**config.mk**
```make
export PLATFORM = sky130hd
export DESIGN_NAME = ls_agu
export DESIGN_NICKNAME = d
export VERILOG_FILES = /design/src/rtl/ls_agu_pkg.sv /design/src/rtl/ls_agu_offset.sv /design/src/rtl/ls_agu_addr.sv /design/src/rtl/ls_agu_lanes.sv /design/src/rtl/ls_agu_ldalign.sv /design/src/rtl/ls_agu.sv
export SDC_FILE = /design/constraint.sdc
export NUM_CORES = 1
export LEC_CHECK = 0
export BUFFER_PORTS_ARGS = -buffer_cell sky130_fd_sc_hd__buf_2
export CAP_MARGIN = 20
export CORE_MARGIN = 3
export CORE_UTILIZATION = 59
export DETAILED_ROUTE_END_ITERATION = 6
export GPL_TIMING_DRIVEN = 0
export HOLD_SLACK_MARGIN = 0.05
export PLACE_DENSITY = 0.85
export SYNTH_ARGS = -nofsm -noshare
export SYNTH_HDL_FRONTEND = slang
export SYNTH_HIERARCHICAL = 1
export SYNTH_SLANG_ARGS = --single-unit
export TNS_END_PERCENT = 100
```
**constraint.sdc**
```tcl
create_clock -name clk -period 2.65 [get_ports clk]
set_input_delay 0.265 -clock clk [delete_from_list [all_inputs] [get_ports clk]]
set_output_delay 0.265 -clock clk [all_outputs]
set_load 0.01 [all_outputs]
```
**src/rtl/ls_agu_pkg.sv**
```systemverilog
package ls_agu_pkg;

  typedef enum logic [1:0] {
    OFS_IMM    = 2'd0,
    OFS_REG    = 2'd1,
    OFS_SCALED = 2'd2,
    OFS_REG_ALT = 2'd3
  } ofs_sel_e;

  typedef enum logic [1:0] {
    SZ_BYTE  = 2'd0,
    SZ_HALF  = 2'd1,
    SZ_WORD  = 2'd2,
    SZ_WORD2 = 2'd3
  } acc_size_e;

  function automatic logic is_word(input logic [1:0] sz);
    return sz[1];
  endfunction

endpackage

```
**src/rtl/ls_agu_offset.sv**
```systemverilog
module ls_agu_offset #(
  parameter int AW   = 32,
  parameter int IMMW = 12,
  parameter int SHW  = 5
) (
  input  logic [IMMW-1:0] imm,
  input  logic [AW-1:0]   idx,
  input  logic [SHW-1:0]  shamt,
  input  logic [1:0]      sel,
  output logic [AW-1:0]   ofs
);
  import ls_agu_pkg::*;

  localparam int PADW = AW - IMMW;

  logic [AW-1:0] imm_ext;
  logic [AW-1:0] idx_scaled;

  assign imm_ext    = {{PADW{1'b0}}, imm};
  assign idx_scaled = idx << shamt;

  always_comb begin
    unique case (ofs_sel_e'(sel))
      OFS_IMM:    ofs = imm_ext;
      OFS_SCALED: ofs = idx_scaled;
      default:    ofs = idx;
    endcase
  end

endmodule

```
**src/rtl/ls_agu_addr.sv**
```systemverilog
module ls_agu_addr #(
  parameter int AW = 32
) (
  input  logic [AW-1:0] base,
  input  logic [AW-1:0] ofs,
  input  logic          sub,
  input  logic          pre,
  input  logic          wb_req,
  output logic [AW-1:0] addr,
  output logic [AW-1:0] wb_val,
  output logic          wb_en
);

  logic [AW-1:0] ofs_signed;
  logic [AW-1:0] moved;

  // subtraction as addition of the two's complement keeps one adder
  assign ofs_signed = sub ? (~ofs + {{(AW-1){1'b0}}, 1'b1}) : ofs;
  assign moved      = base + ofs_signed;

  always_comb begin
    wb_val = moved;
    if (pre) begin
      addr  = moved;
      wb_en = wb_req;
    end else begin
      addr  = base;
      wb_en = 1'b1;
    end
  end

endmodule

```
**src/rtl/ls_agu_lanes.sv**
```systemverilog
module ls_agu_lanes #(
  parameter int AW = 32
) (
  input  logic [$clog2(AW/8)-1:0] lo,
  input  logic [1:0]              size,
  input  logic [AW-1:0]           st_src,
  output logic [AW/8-1:0]         lane_en,
  output logic                    misalign,
  output logic [AW-1:0]           st_data
);
  import ls_agu_pkg::*;

  localparam int NB  = AW / 8;
  localparam int LOW = $clog2(NB);

  logic            sz_byte;
  logic            sz_half;
  logic            sz_word;
  logic [NB-1:0]   lane_raw;
  logic [LOW-1:0]  lo_half;
  logic [LOW-1:0]  lo_word;

  assign sz_byte = (acc_size_e'(size) == SZ_BYTE);
  assign sz_half = (acc_size_e'(size) == SZ_HALF);
  assign sz_word = is_word(size);
  assign lo_half = lo >> 1;
  assign lo_word = lo >> 2;

  always_comb begin
    misalign = 1'b0;
    if (sz_half) misalign = lo[0];
    if (sz_word) misalign = lo[0] | lo[1];
  end

  for (genvar i = 0; i < NB; i++) begin : g_lane
    localparam logic [LOW-1:0] BI = LOW'(i);
    localparam logic [LOW-1:0] HI = LOW'(i >> 1);
    localparam logic [LOW-1:0] WI = LOW'(i >> 2);
    localparam int HOFS = (i % 2) * 8;
    localparam int WOFS = (i % 4) * 8;

    assign lane_raw[i] = (sz_byte && lo == BI)      ||
                         (sz_half && lo_half == HI) ||
                         (sz_word && lo_word == WI);

    always_comb begin
      if (sz_byte)      st_data[8*i +: 8] = st_src[7:0];
      else if (sz_half) st_data[8*i +: 8] = st_src[HOFS +: 8];
      else              st_data[8*i +: 8] = st_src[WOFS +: 8];
    end
  end

  assign lane_en = misalign ? '0 : lane_raw;

endmodule

```
**src/rtl/ls_agu_ldalign.sv**
```systemverilog
module ls_agu_ldalign #(
  parameter int AW = 32
) (
  input  logic [AW-1:0]           raw,
  input  logic [$clog2(AW/8)-1:0] lo,
  input  logic [1:0]              size,
  input  logic                    sgn,
  output logic [AW-1:0]           data
);
  import ls_agu_pkg::*;

  localparam int NB  = AW / 8;
  localparam int LOW = $clog2(NB);

  logic [LOW-1:0] sel;
  logic [AW-1:0]  shifted;
  logic [AW-1:0]  byte_v;
  logic [AW-1:0]  half_v;
  logic [AW-1:0]  word_v;

  always_comb begin
    unique case (acc_size_e'(size))
      SZ_BYTE: sel = lo;
      SZ_HALF: sel = lo & ~LOW'(1);
      default: sel = lo & ~LOW'(3);
    endcase
  end

  assign shifted = raw >> {sel, 3'b000};
  assign byte_v  = {{(AW-8){sgn & shifted[7]}}, shifted[7:0]};
  assign half_v  = {{(AW-16){sgn & shifted[15]}}, shifted[15:0]};

  if (AW == 32) begin : g_word_full
    assign word_v = shifted;
  end else begin : g_word_ext
    assign word_v = {{(AW-32){sgn & shifted[31]}}, shifted[31:0]};
  end

  always_comb begin
    unique case (acc_size_e'(size))
      SZ_BYTE: data = byte_v;
      SZ_HALF: data = half_v;
      default: data = word_v;
    endcase
  end

endmodule

```
**src/rtl/ls_agu.sv**
```systemverilog
module ls_agu #(
  parameter int AW   = 32,
  parameter int IMMW = 12,
  parameter int NB   = AW / 8,
  parameter int LOW  = $clog2(AW / 8),
  parameter int SHW  = $clog2(AW)
) (
  input  logic            clk,
  input  logic            rst_n,
  input  logic            req_vld,
  input  logic [AW-1:0]   req_base,
  input  logic [IMMW-1:0] req_imm,
  input  logic [AW-1:0]   req_idx,
  input  logic [SHW-1:0]  req_shamt,
  input  logic [1:0]      req_ofs_sel,
  input  logic            req_sub,
  input  logic            req_pre,
  input  logic            req_wb,
  input  logic [1:0]      req_size,
  input  logic [AW-1:0]   req_st_src,
  output logic            rsp_vld,
  output logic [AW-1:0]   rsp_addr,
  output logic [AW-1:0]   rsp_wb_val,
  output logic            rsp_wb_en,
  output logic [NB-1:0]   rsp_lane_en,
  output logic            rsp_misalign,
  output logic [AW-1:0]   rsp_st_data,
  input  logic            ld_vld,
  input  logic [AW-1:0]   ld_raw,
  input  logic [LOW-1:0]  ld_addr_lo,
  input  logic [1:0]      ld_size,
  input  logic            ld_signed,
  output logic            ld_rdy,
  output logic [AW-1:0]   ld_data
);

  // reset: asserted at once, released after two edges
  logic [1:0] rst_pipe;
  logic       rst_i_n;

  always_ff @(posedge clk or negedge rst_n) begin
    if (!rst_n) rst_pipe <= 2'b00;
    else        rst_pipe <= {rst_pipe[0], 1'b1};
  end
  assign rst_i_n = rst_pipe[1];

  // datapath
  logic [AW-1:0] ofs;
  logic [AW-1:0] addr_d;
  logic [AW-1:0] wbv_d;
  logic          wben_d;
  logic [NB-1:0] lane_d;
  logic          mis_d;
  logic [AW-1:0] st_d;
  logic [AW-1:0] ld_d;
  logic          req_en;
  logic          ld_en;

  assign req_en = req_vld & rst_i_n;
  assign ld_en  = ld_vld & rst_i_n;

  ls_agu_offset #(.AW(AW), .IMMW(IMMW), .SHW(SHW)) u_ofs (
    .imm   (req_imm),
    .idx   (req_idx),
    .shamt (req_shamt),
    .sel   (req_ofs_sel),
    .ofs   (ofs)
  );

  ls_agu_addr #(.AW(AW)) u_addr (
    .base   (req_base),
    .ofs    (ofs),
    .sub    (req_sub),
    .pre    (req_pre),
    .wb_req (req_wb),
    .addr   (addr_d),
    .wb_val (wbv_d),
    .wb_en  (wben_d)
  );

  ls_agu_lanes #(.AW(AW)) u_lanes (
    .lo       (addr_d[LOW-1:0]),
    .size     (req_size),
    .st_src   (req_st_src),
    .lane_en  (lane_d),
    .misalign (mis_d),
    .st_data  (st_d)
  );

  ls_agu_ldalign #(.AW(AW)) u_ld (
    .raw  (ld_raw),
    .lo   (ld_addr_lo),
    .size (ld_size),
    .sgn  (ld_signed),
    .data (ld_d)
  );

  // next-state
  logic          rsp_vld_n;
  logic [AW-1:0] rsp_addr_n;
  logic [AW-1:0] rsp_wbv_n;
  logic          rsp_wben_n;
  logic [NB-1:0] rsp_lane_n;
  logic          rsp_mis_n;
  logic [AW-1:0] rsp_st_n;
  logic          ld_rdy_n;
  logic [AW-1:0] ld_data_n;

  always_comb begin
    rsp_vld_n  = req_en;
    rsp_addr_n = rsp_addr;
    rsp_wbv_n  = rsp_wb_val;
    rsp_wben_n = rsp_wb_en;
    rsp_lane_n = rsp_lane_en;
    rsp_mis_n  = rsp_misalign;
    rsp_st_n   = rsp_st_data;
    if (req_en) begin
      rsp_addr_n = addr_d;
      rsp_wbv_n  = wbv_d;
      rsp_wben_n = wben_d;
      rsp_lane_n = lane_d;
      rsp_mis_n  = mis_d;
      rsp_st_n   = st_d;
    end
    ld_rdy_n  = ld_en;
    ld_data_n = ld_en ? ld_d : ld_data;
  end

  // registers
  always_ff @(posedge clk or negedge rst_n) begin
    if (!rst_n) begin
      rsp_vld      <= 1'b0;
      rsp_addr     <= '0;
      rsp_wb_val   <= '0;
      rsp_wb_en    <= 1'b0;
      rsp_lane_en  <= '0;
      rsp_misalign <= 1'b0;
      rsp_st_data  <= '0;
      ld_rdy       <= 1'b0;
      ld_data      <= '0;
    end else begin
      rsp_vld      <= rsp_vld_n;
      rsp_addr     <= rsp_addr_n;
      rsp_wb_val   <= rsp_wbv_n;
      rsp_wb_en    <= rsp_wben_n;
      rsp_lane_en  <= rsp_lane_n;
      rsp_misalign <= rsp_mis_n;
      rsp_st_data  <= rsp_st_n;
      ld_rdy       <= ld_rdy_n;
      ld_data      <= ld_data_n;
    end
  end

endmodule

```
After elaboration in Yosys (flattened, before gate mapping)
Index checks and enable logic that the tools add are counted.
{"block": "totals", "elab_cells": 59, "ff_bits": 138, "output_inout_bits": 136, "input_bits": 161}
{"block": "classes", "n_eq_ne": 6, "bitwise_logic": 6, "muxes": 14, "n_addsub": 2, "shift": 2, "reduce_logical": 19}
{"op": "32-bit case mux with 2 select lines", "count": 2}
{"op": "32-bit two-way mux", "count": 2}
{"op": "8-bit two-way mux", "count": 5}
{"op": "32-bit by 1-bit adder with 32-bit output (second input constant)", "count": 1}
{"op": "32-bit adder", "count": 1}
{"op": "32-bit inverter", "count": 1}
{"op": "32-bit by 5-bit left shift with 32-bit output", "count": 1}
{"op": "32-bit by 5-bit right shift with 32-bit output", "count": 1}
{"op": "2-bit zero test", "count": 5}
{"op": "1-bit logical OR", "count": 8}
{"op": "2-bit by 1-bit equality test with 1-bit output (second input constant)", "count": 3}
{"op": "2-bit equality test (second input constant)", "count": 3}
{"op": "1-bit logical AND", "count": 6}
{"op": "1-bit bitwise AND", "count": 4}
{"op": "4-bit two-way mux", "count": 1}
{"op": "2-bit case mux with 2 select lines", "count": 1}
{"op": "1-bit two-way mux", "count": 3}
{"op": "1-bit bitwise OR", "count": 1}

Logic depth before layout (Yosys ltp)
{"block": "logic_depth", "word_depth": 12, "depth_mapped": 24, "ltp_nobuf": 21}

Modules after synthesis
The synthesis kept the hierarchy.
{"mod": "ls_agu", "seq_area_each_um2": 3453.3, "n_inst": 1, "area_each_um2": 5363.9, "cells_each": 291}
{"mod": "ls_agu_addr", "seq_area_each_um2": 0.0, "n_inst": 1, "area_each_um2": 3019.1, "cells_each": 417}
{"mod": "ls_agu_offset", "seq_area_each_um2": 0.0, "n_inst": 1, "area_each_um2": 2237.1, "cells_each": 241}
{"mod": "ls_agu_ldalign", "seq_area_each_um2": 0.0, "n_inst": 1, "area_each_um2": 754.5, "cells_each": 95}
{"mod": "ls_agu_lanes", "seq_area_each_um2": 0.0, "n_inst": 1, "area_each_um2": 504.2, "cells_each": 65}

Worst setup path before layout
Ideal clock, no wire load.
{"block": "synth_timing", "kind": "input to register", "start": "input req_shamt[0]", "end": "register rsp_wb_val[31]", "stages": 21, "setup_time_ns": 0.125, "arrival_time_ns": 4.936, "required_time_ns": 2.525, "slack_ns": -2.411, "n_path_buf": 2, "cell_sequence": "buf_6 -> mux4_1 -> mux2i_1 -> a2bb2oi_1 -> o21ai_0 -> or4_1 -> nor3_1 -> nand2b_1 -> nand2b_1 -> o21ai_0 -> xnor2_1 -> ha_1 -> clkbuf_1 -> a21oi_1 -> o21ai_0 -> a21o_1 -> a211o_1 -> o221ai_1 -> o21ai_0 -> xor2_1 -> mux2_2"}
{"block": "synth_between", "elab_chain_cells": 6}
{"element": "start, declared", "line_no": "ls_agu.sv:14", "source": "input logic [SHW-1:0] req_shamt,"}
{"element": "32-bit by 5-bit left shift with 32-bit output *", "line_no": "ls_agu_offset.sv:20", "source": "assign idx_scaled = idx << shamt;"}
{"element": "32-bit case mux with 2 select lines *", "line_no": "ls_agu_offset.sv:23", "source": "unique case (ofs_sel_e'(sel))"}
{"element": "net ofs[11]", "line_no": "ls_agu.sv:48", "source": "logic [AW-1:0] ofs;"}
{"element": "32-bit inverter", "line_no": "ls_agu_addr.sv:18", "source": "assign ofs_signed = sub ? (~ofs + {{(AW-1){1'b0}}, 1'b1}) : ofs;"}
{"element": "32-bit by 1-bit adder with 32-bit output", "line_no": "ls_agu_addr.sv:18"}
{"element": "32-bit two-way mux *", "line_no": "ls_agu_addr.sv:18"}
{"element": "32-bit adder *", "line_no": "ls_agu_addr.sv:19", "source": "assign moved = base + ofs_signed;"}
{"element": "net wbv_d[31]", "line_no": "ls_agu.sv:50", "source": "logic [AW-1:0] wbv_d;"}
{"element": "end signal, assigned", "line_no": "ls_agu.sv:144", "source": "rsp_wb_val <= rsp_wbv_n;"}
{"element": "end, declared", "line_no": "ls_agu.sv:23", "source": "output logic [AW-1:0] rsp_wb_val,"}
The timed path passes the listed nets; every way through them passes the cells marked *.
A chain may end at the register's enable or synchronous reset.

Worst setup path after layout
{"block": "layout_timing", "start": "input req_shamt[0]", "end": "register rsp_addr[31]"}
{"block": "layout_between", "elab_chain_cells": 7}
{"element": "32-bit by 5-bit left shift with 32-bit output *", "line_no": "ls_agu_offset.sv:20"}
{"element": "32-bit case mux with 2 select lines *", "line_no": "ls_agu_offset.sv:23"}
{"element": "net ofs[11]", "line_no": "ls_agu.sv:48"}
{"element": "32-bit inverter", "line_no": "ls_agu_addr.sv:18"}
{"element": "32-bit by 1-bit adder with 32-bit output", "line_no": "ls_agu_addr.sv:18"}
{"element": "32-bit two-way mux *", "line_no": "ls_agu_addr.sv:18"}
{"element": "32-bit adder *", "line_no": "ls_agu_addr.sv:19"}
{"element": "32-bit two-way mux *", "line_no": "ls_agu_addr.sv:23", "source": "if (pre) begin"}
{"element": "net addr_d[31]", "line_no": "ls_agu.sv:49", "source": "logic [AW-1:0] addr_d;"}
{"element": "end signal, assigned", "line_no": "ls_agu.sv:143", "source": "rsp_addr <= rsp_addr_n;"}
{"element": "end, declared", "line_no": "ls_agu.sv:22", "source": "output logic [AW-1:0] rsp_addr,"}
Marks and branches as above.

==> impl_metrics.py <==
metrics = {
    "pwr": {
        "ir_drop_uv": 527,
        "swShare_pct": 38.2,
        "seq_power_share_pct": 28.2,
        "pwr-share-comb_pct": 48.7,
        "p_leak_uw": 0.00754,
        "p_int_uw": 6820,
        "power.density_nw_per_um2": 674,
        "p_switching_uw": 4220,
        "clock_power_share_pct": 23.1,
    },
    "worst_setup_path": {
        "cp_top_family": "simple AND/OR/NAND/NOR gates",
        "worst-endpoint-arrival_ns": 5.42,
        "crit_cells": 23,
        "cp_max_fo": 6,
        "critPathLaunchType": "primary input",
        "worstSetupPathType": "in -> reg",
        "critPathCaptureType": "flip-flop",
        "max_stage_delay_ns": 0.55,
        "cp_cell_sequence": "buf_12 > buf_12 > buf_8 > mux4_2 > mux2i_4 > a2bb2oi_4 > o21ai_4 > or4_4 > nor3_4 > buf_6 > nand2b_4 > o31ai_4 > xnor2_2 > ha_1 > nand2_1 > nor2_1 > o21a_1 > o211ai_1 > buf_4 > and3b_2 > or4_4 > nand3_2 > mux2_4",
        "reg2regPathDepth": 5,
        "cp.required_ns": 3.02,
        "rr_startpoint": "rst_pipe[1]$_DFF_PN0_",
        "slowest_stage": "mux4_2",
        "critPathLaunch": "req_shamt[0]",
        "critPathBufInv": 5,
    },
    "logic_synthesis": {
        "synth-main-ff-cell": "dfrtp_1",
        "synth_top_area_cell": "dfrtp_1",
        "ys_seq_elements": 138,
        "synth_commonest_cells": "138 x dfrtp_1, 118 x mux2_2, 86 x nand2_1, 69 x mux2_4, 57 x a21oi_1",
        "ys_async_sr_fraction_pct": 100,
        "avgSynthCellArea_um2": 10.7,
        "syn-num-nets": 1310,
        "synth_cells": 1109,
        "synth_warnings": 6,
        "synth-seq-area-share_pct": 29.1,
        "yosys-top-cells-area": "dfrtp_1 29%, mux2_2 11%, mux2_4 8.7%, mux4_1 5.1%, ha_1 4.1%",
        "synth_edf_count": 0,
        "synth_area_um2": 11900,
        "synth_top_area_share_pct": 29.1,
        "synth_most_common_cell": "dfrtp_1",
        "synth_cell_types": 91,
    },
    "drt": {
        "via_per_inst": 7.02,
        "antenna_left": 0,
        "vias": 12618,
        "post_drt_wl_per_cell_um": 27.9,
        "routed_wl_um": 50200,
        "drt-initial-drc-count": 1441,
        "route.detailed.drc": 0,
        "dr.pass1.iters": 7,
    },
    "die": {
        "pin_count": 297,
        "dieHeight_um": 148,
        "initial_utilization_pct": 60.6,
        "die_area_um2": 21900,
        "rows": 51,
        "core_um2": 19600,
        "die_x_um": 148,
    },
    "layout": {
        "nets": 1719,
        "syn2layout_area_growth_pct": 37.9,
        "drive_gt1_share_pct": 58.9,
        "final_util_pct": 83.6,
        "final-instance-count-excl-fill": 1797,
    },
    "placement": {
        "dp_cells": 1667,
        "hpwlAfterDp_um": 30900,
        "io_buffers": 292,
        "gp_congestion": 0.981,
    },
    "global_routing": {
        "first_global_vias": 11904,
        "grt_max_degree": 100,
        "antenna_found_initial": 2,
        "grt_usage_pct": 38.8,
        "grt_pass1_wl_um": 67200,
        "grt_overflow": 0,
    },
    "timing": {
        "fmax_mhz": 198,
        "maxSlewHeadroom_pct": 32.9,
        "setup_ws_ns": -2.40,
        "post-route-period-util_pct": 191,
        "min_period_ns": 5.05,
        "rsz0062_at_grt": "true",
        "worstMarginPinSlew_ns": 1.01,
        "finalSetupViolCount": 67,
        "finalClockSkew_ns": 0.0125,
        "finalHoldViolCount": 0,
        "slew_violations": 0,
    },
    "hold_path": {
        "hold_depth": 3,
        "hold_path.class": "in -> reg",
        "min-delay-start": "req_st_src[22]",
    },
    "clock_network": {
        "cts_max_level": 4,
        "clockRootBuffer": "clkbuf_16",
        "cts.sink_count": 138,
        "path_clk_slew_ns": 0.06,
        "clkLatencyLatePin_ns": 0.44,
        "cts_tree": "done",
        "cts_buffers": 17,
        "cts_max_path_buffers": 2,
    },
    "outcome": {
        "status": "complete, but fails checks",
        "violations": "setup timing",
    },
    "run": {
        "max_cap_viol_count": 0,
    },
}
-- cell families (layout without fill, tap and decap cells) --
family	Yosys count	after routing	synth area share (%)
flip-flops	138	138	29.1
XOR/XNOR	63	63	4.65
AND/OR/NAND/NOR	249	249	11.2
buffers and inverters	100	522	4.82
other	1	2	0.0316
multiplexers	260	260	30.9
AO/OA/AOI/OAI	258	258	15.1
adder cells (fa/ha/maj)	40	40	4.28
-- layer usage --
metal	global-route usage [%]	up-vias	wire, µm
met3	6.93	367	5520
met1	49.1	6031	17200
met2	65.8	1197	23400
met5	0	-	17
li1	-	5021	-
met4	16.6	2	4070
-- through the flow --
step	power (µW)	setup slack (ns)	hold slack [ns]	area, µm²	setup TNS, ns
global placement	7160	-2.85	0.333	14000	-205.42
detailed placement	7280	-2.95	0.198	14000	-136.09
CTS	10200	-1.89	0.148	15600	-81.58
finish	11000	-2.40	0.189	16400	-103.10
floorplan	5780	-1.93	-0.0306	12200	-81.83
global route	11400	-2.34	0.193	16400	-108.74
-- flip-flops by register name, summed over array words and instances, names as in the netlist --
register,count
ld_data,32
rsp_addr,32
rsp_st_data,32
rsp_wb_val,32
rsp_lane_en,4
rst_pipe,2
ld_rdy,1
rsp_misalign,1
rsp_vld,1
rsp_wb_en,1
-- area by class of cell --
cell class              count  area (µm²)
multi-input cells         871        9040
flip-flops and latches    138        3450
fillers                   995        3210
repair buffers            397        2330
plain buffers              71         513
clock buffers              20         447
well taps                 265         332
clock inverters            12         164
inverters                  22        90.1
diodes                      1        2.50
-- power by group through the flow --
stage	combinational, µW	clock, µW	sequential (µW)
after global placement	4120	0	3040
after CTS	4660	2510	3050
after floorplan	2460	0	3310
after detailed placement	4210	0	3080
after global routing	5580	2660	3150
final	5370	2550	3110
-- cells in the final DEF, fill, tap and decap left out, types with 10 or more instances in the layout --
cell / Yosys / routed
a21o_1: 17 / 17
a21oi_1: 57 / 36
a21oi_2: 0 / 15
a22oi_1: 15 / 10
buf_2: 14 / 302
buf_4: 15 / 112
buf_6: 13 / 19
clkbuf_1: 28 / 13
clkbuf_16: 0 / 17
dfrtp_1: 138 / 138
ha_1: 39 / 23
ha_2: 0 / 11
inv_1: 20 / 18
mux2_2: 118 / 105
mux2_4: 69 / 82
mux2i_1: 34 / 30
mux4_1: 23 / 14
mux4_2: 16 / 25
nand2_1: 86 / 74
nand3_1: 17 / 14
nor2_1: 38 / 31
nor2b_1: 17 / 16
o21ai_0: 53 / 19
o21ai_2: 0 / 25
xnor2_1: 50 / 34
xnor2_2: 0 / 15
xor2_1: 13 / 10
-- worst paths after layout --
path                                                to  slack [ns]
max in group asynchronous    rsp_wb_val[0]$_DFFE_PN0P_        1.50
min reg2reg                      rst_pipe[1]$_DFF_PN0_        0.35
max reg2reg                   rsp_addr[12]$_DFFE_PN0P_        1.09
min in group asynchronous   rsp_wb_val[23]$_DFFE_PN0P_        0.32
min                        rsp_st_data[22]$_DFFE_PN0P_        0.19
max                           rsp_addr[31]$_DFFE_PN0P_       -2.40
-- worst register-to-register path: stages, from the launching register on --
cell,delay (ns)
dfrtp_1,0.38
and2_1,0.15
buf_2,0.14
buf_6,0.20
buf_6,0.24
mux2_4,0.34
-- repair_timing --
action | 4_1_cts | 5_1_grt
setup endpoints to repair | 67 | 66
resized for setup | 131 | 110
endpoints found under the hold margin | 39 | 0
pin swaps | 86 | 48
hold buffers | 1 | 0
setup buffers | 70 | 32
Note: power is estimated with default switching activity, not from simulation.
